<file path="src/rtl/slice_sel_pkg.sv">
package slice_sel_pkg;

    // Number of selectable lanes for a select of the given width.
    function automatic int lane_count(input int sel_w);
        return 1 << sel_w;
    endfunction

    // Width of the zero-extended window vector that holds all lanes.
    function automatic int span_width(input int slice_w, input int sel_w);
        return slice_w * lane_count(sel_w);
    endfunction

    // First input bit covered by lane k.
    function automatic int lane_base(input int start, input int slice_w, input int k);
        return start + k * slice_w;
    endfunction

endpackage

</file>
<file path="src/rtl/slice_extend.sv">
module slice_extend
    import slice_sel_pkg::*;
#(
    parameter int DATA_W = 250,
    parameter int SPAN_W = 320,
    parameter int START  = 27
) (
    input  logic [DATA_W-1:0] data_in,
    output logic [SPAN_W-1:0] span
);

    // Pure wiring: each span bit is either an input bit or a constant zero.
    for (genvar i = 0; i < SPAN_W; i++) begin : g_bit
        if (i + START < DATA_W) begin : g_live
            assign span[i] = data_in[i + START];
        end else begin : g_fill
            assign span[i] = 1'b0;
        end
    end

endmodule

</file>
<file path="src/rtl/slice_lanes.sv">
module slice_lanes
    import slice_sel_pkg::*;
#(
    parameter int SLICE_W = 10,
    parameter int LANES   = 32
) (
    input  logic [SLICE_W*LANES-1:0]          span,
    output logic [LANES-1:0][SLICE_W-1:0]     lanes
);

    // Regroup the flat span into consecutive lanes; no gates are implied.
    for (genvar k = 0; k < LANES; k++) begin : g_lane
        assign lanes[k] = span[k*SLICE_W +: SLICE_W];
    end

endmodule

</file>
<file path="src/rtl/slice_mux.sv">
module slice_mux
    import slice_sel_pkg::*;
#(
    parameter int SLICE_W = 10,
    parameter int SEL_W   = 5,
    localparam int LANES  = 1 << SEL_W
) (
    input  logic [LANES-1:0][SLICE_W-1:0] lanes,
    input  logic [SEL_W-1:0]              sel,
    output logic [SLICE_W-1:0]            slice_out
);

    // The lane array is exactly 2**SEL_W deep, so every code hits a real lane.
    always_comb begin
        slice_out = lanes[sel];
    end

endmodule

</file>
<file path="src/rtl/offset_slice_select.sv">
module offset_slice_select
    import slice_sel_pkg::*;
#(
    parameter int DATA_W  = 250,
    parameter int SLICE_W = 10,
    parameter int SEL_W   = 5,
    parameter int START   = 27
) (
    input  logic [DATA_W-1:0]  data_in,
    input  logic [SEL_W-1:0]   sel,
    output logic [SLICE_W-1:0] slice_out
);

    localparam int LANES  = lane_count(SEL_W);
    localparam int SPAN_W = span_width(SLICE_W, SEL_W);

    logic [SPAN_W-1:0]              span;
    logic [LANES-1:0][SLICE_W-1:0]  lanes;

    slice_extend #(
        .DATA_W (DATA_W),
        .SPAN_W (SPAN_W),
        .START  (START)
    ) u_extend (
        .data_in (data_in),
        .span    (span)
    );

    slice_lanes #(
        .SLICE_W (SLICE_W),
        .LANES   (LANES)
    ) u_lanes (
        .span  (span),
        .lanes (lanes)
    );

    slice_mux #(
        .SLICE_W (SLICE_W),
        .SEL_W   (SEL_W)
    ) u_mux (
        .lanes     (lanes),
        .sel       (sel),
        .slice_out (slice_out)
    );

    // Port-level checks: the window position is recomputed from sel and
    // compared against what the extend/lane/mux chain delivered.
    int                  chk_base;
    int                  chk_valid;
    logic [DATA_W-1:0]   chk_shift;
    logic [SLICE_W-1:0]  chk_mask;

    always_comb begin
        chk_base  = lane_base(START, SLICE_W, int'(sel));
        chk_shift = data_in >> chk_base;
        if (chk_base >= DATA_W)
            chk_valid = 0;
        else if (DATA_W - chk_base >= SLICE_W)
            chk_valid = SLICE_W;
        else
            chk_valid = DATA_W - chk_base;
        chk_mask = (SLICE_W'(1) << chk_valid) - SLICE_W'(1);

        assert_window_bits_R1: assert ((slice_out & chk_mask) ==
                                       (chk_shift[SLICE_W-1:0] & chk_mask))
            else $error("window bits differ from input at base %0d", chk_base);

        assert_top_fill_zero_R2: assert ((slice_out & ~chk_mask) == '0)
            else $error("bits past input top not zero at base %0d", chk_base);

        if (chk_base >= DATA_W) begin
            assert_far_lane_zero_R3: assert (slice_out == '0)
                else $error("out-of-range lane not zero, sel %0d", sel);
        end

        assert_popcount_bound_R5: assert ($countones(slice_out) <= $countones(data_in))
            else $error("output carries more ones than the input");
    end

endmodule

</file>
<file path="config.mk">
export PLATFORM = sky130hd
export DESIGN_NAME = offset_slice_select
export DESIGN_NICKNAME = d
export VERILOG_FILES = /design/src/rtl/slice_sel_pkg.sv /design/src/rtl/slice_extend.sv /design/src/rtl/slice_lanes.sv /design/src/rtl/slice_mux.sv /design/src/rtl/offset_slice_select.sv
export SDC_FILE = /design/constraint.sdc
export NUM_CORES = 1
export LEC_CHECK = 0
export BUFFER_PORTS_ARGS = -buffer_cell sky130_fd_sc_hd__clkbuf_2
export CAP_MARGIN = 40
export CORE_AREA = 2 2 101 103
export DETAILED_ROUTE_END_ITERATION = 12
export DIE_AREA = 0 0 103 105
export PLACE_DENSITY = 0.61
export SYNTH_ARGS = -nofsm -noshare
export SYNTH_HDL_FRONTEND = slang
export SYNTH_SLANG_ARGS = --single-unit
</file>
<file path="constraint.sdc">
create_clock -name vclk -period 1.55
set_input_delay 0 -clock vclk [all_inputs]
set_output_delay 0 -clock vclk [all_outputs]
set_load 0.02 [all_outputs]
</file>
==> results.ini <==
[synthesis]
synth_cell_types=28
synth_compound_area_share_pct=18.0
synth-simple-area-share_pct=10.0
synthMuxAreaShare_pct=63.1
synth_xor_area_share_pct=0
syn_nets=444
synth_cells=189
yosysWarnings=0
synth_top_family_by_area=multiplexers
yosysSeqAreaShare_pct=0
synthAdderAreaFrac_pct=0
syn_area_sq_um=1970
avgSynthCellArea_sq_um=10.4

[grt]
grt_use_total_pct=15.4
overflow=0
grt_pass1_vias=2651
antenna_found_initial=0
grt_max_degree=31
grt_pass1_wl_um=13100

[timing]
finalHoldViolCount=0
setup_viol_count_final=0
worstMarginPinSlew_ns=0.450
setup_ws_ns=0.0987
fin_crit_sh_pct=93.6
fmax_mhz=689
min_period_ns=1.45
setup_tns_ns=0
maxSlewHeadroom_pct=70.0
slew_violations=0
grt_setup_unrepaired=false

[floorplan]
die_y_um=105
die-area_sq_um=10800
start_util_pct=20.5
row_count=36
die_w_um=103
io-pin-count=265
coreArea_sq_um=9640

[finish]
final_cell_count_no_fill=552
insertedDiodeCount=0
layout-drive-gt1-share_pct=69.7
syn2layout_area_growth_pct=69.1
stdcell_area_sq_um=3340
nFlopsAndLatches=0
nClkBuffers=0
register_area_sq_um=0
nNetsFinal=676

[worst_setup_path]
critPathLaunchType=primary input
required_ns=1.55
end_kind=output port
crit_fanout=23
crit_end=slice_out[3]
critical_path_class=in -> out
crit_arrival_ns=1.45
critPathLaunch=sel[0]

[routing]
drt-total-wl_um=9090
ant_nets=0
viasPerCell=4.75
post_drt_wl_per_cell_um=16.5
drt_iter0_drc=112
drtPass1Iterations=4
vias=2624
drc=0

[power_and_ir_drop]
p_per_area_nw_per_um2=274
ir_worst_vdd_mv=0.102
power_leakage_nw=1.73

[clocking]
cts_setup_buffers=0
cts.hold.buffers_added=0

[status]
status=complete, no violations

[placed_design]
place_congestion=0.772
dp_hpwl_um=7940
post-place-cells=552
io_buffers=238
place_ws_ns=0.0905
placed_area_sq_um=3340

[run]
drv_cap=0

[min_path]
hold_path_class=in -> out

-- placed cells by master (no fill, tap or decap), types with 2 or more instances in the layout --
cell type  count
nand3b_1       9
mux4_2        32
mux2i_1       40
nor2_1         5
o211ai_1      18
nor2b_1        3
clkbuf_2     237
buf_4         13
buf_12         4
a22o_1         3
mux2_2         4
nand2_1        7
a21oi_1        3
or3_1          2
a22oi_1        8
a221oi_1       6
o21ai_0        7
mux4_1         3
nand3_1        7
inv_1          2
-- power by group --
group / internal (W) / switching [W] / leakage [nW] / total (W)
registers: 0 / 0 / 0 / 0
clock network: 0 / 0 / 0 / 0
logic: 0.000526 / 0.000388 / 1.73 / 0.000914
-- layer usage --
metal  routed length, um  share of wire, %  vias to the layer above  GRT usage [%]
li1                    -                 -                     1268              -
met1                3700                41                     1234           19.8
met2                4730                52                      118           28.6
met3                 603               6.6                        4           1.61
met4                  63              0.69                        0          0.940
met5                   0                 0                        -              0
-- layout make-up --
type,count,area [sq um]
Timing Repair Buffer,254,1360
Fill cell,1028,6300
Tap cell,133,166
Multi-Input combinational cell,163,1800
Inverter,2,7.51
-- through the flow --
step	power, W	util [%]	hold WS, ns
floorplan	0.000501	-	0.222
global placement	0.000908	34.6	0.353
detailed placement	0.000922	34.6	0.366
CTS	0.000926	34.6	0.368
global route	0.000994	34.6	0.411
finish	0.000914	34.6	0.372
-- worst min path at each step --
stage | from | to | slack (ns) | cells past startpoint
6_report | sel[4] | slice_out[3] | 0.37 | 3
5_1_grt | sel[4] | slice_out[3] | 0.41 | 3
4_1_cts | sel[4] | slice_out[3] | 0.37 | 3
3_5_place_dp | sel[4] | slice_out[3] | 0.37 | 3
3_3_place_gp | sel[4] | slice_out[3] | 0.35 | 3
2_1_floorplan | sel[4] | slice_out[3] | 0.22 | 1
-- Yosys cell counts (all sizes together), types with 3 or more instances --
cell type	count	area share, %
clkbuf	5	0.95
nand2	7	1.3
o21ai	7	1.8
mux4	35	41
nor2b	3	0.95
buf	19	7.5
mux2	4	2.3
nand3	7	1.8
mux2i	40	20
a21oi	3	0.76
nand3b	9	3.4
a221oi	6	2.7
nor2	5	0.95
a22o	3	1.3
a22oi	9	3.7
o211ai	18	6.8
-- worst max-delay path: stages --
cell and delay (ns):
buf_4 0.14, buf_12 0.20, mux4_2 0.51, a32oi_1 0.20, o211a_1 0.15, o21ai_0 0.06, clkbuf_2 0.17
-- what timing repair did --
action	in CTS	in global routing
endpoints found under the hold margin	0	0
endpoints found under the setup margin	0	1
resized for setup	0	1
-- kinds of logic after synthesis --
group                  after synthesis
buffers and inverters               26
AO/OA/AOI/OAI                       48
multiplexers                        79
AND/OR/NAND/NOR                     36
Power figures use the tool's default switching activity.
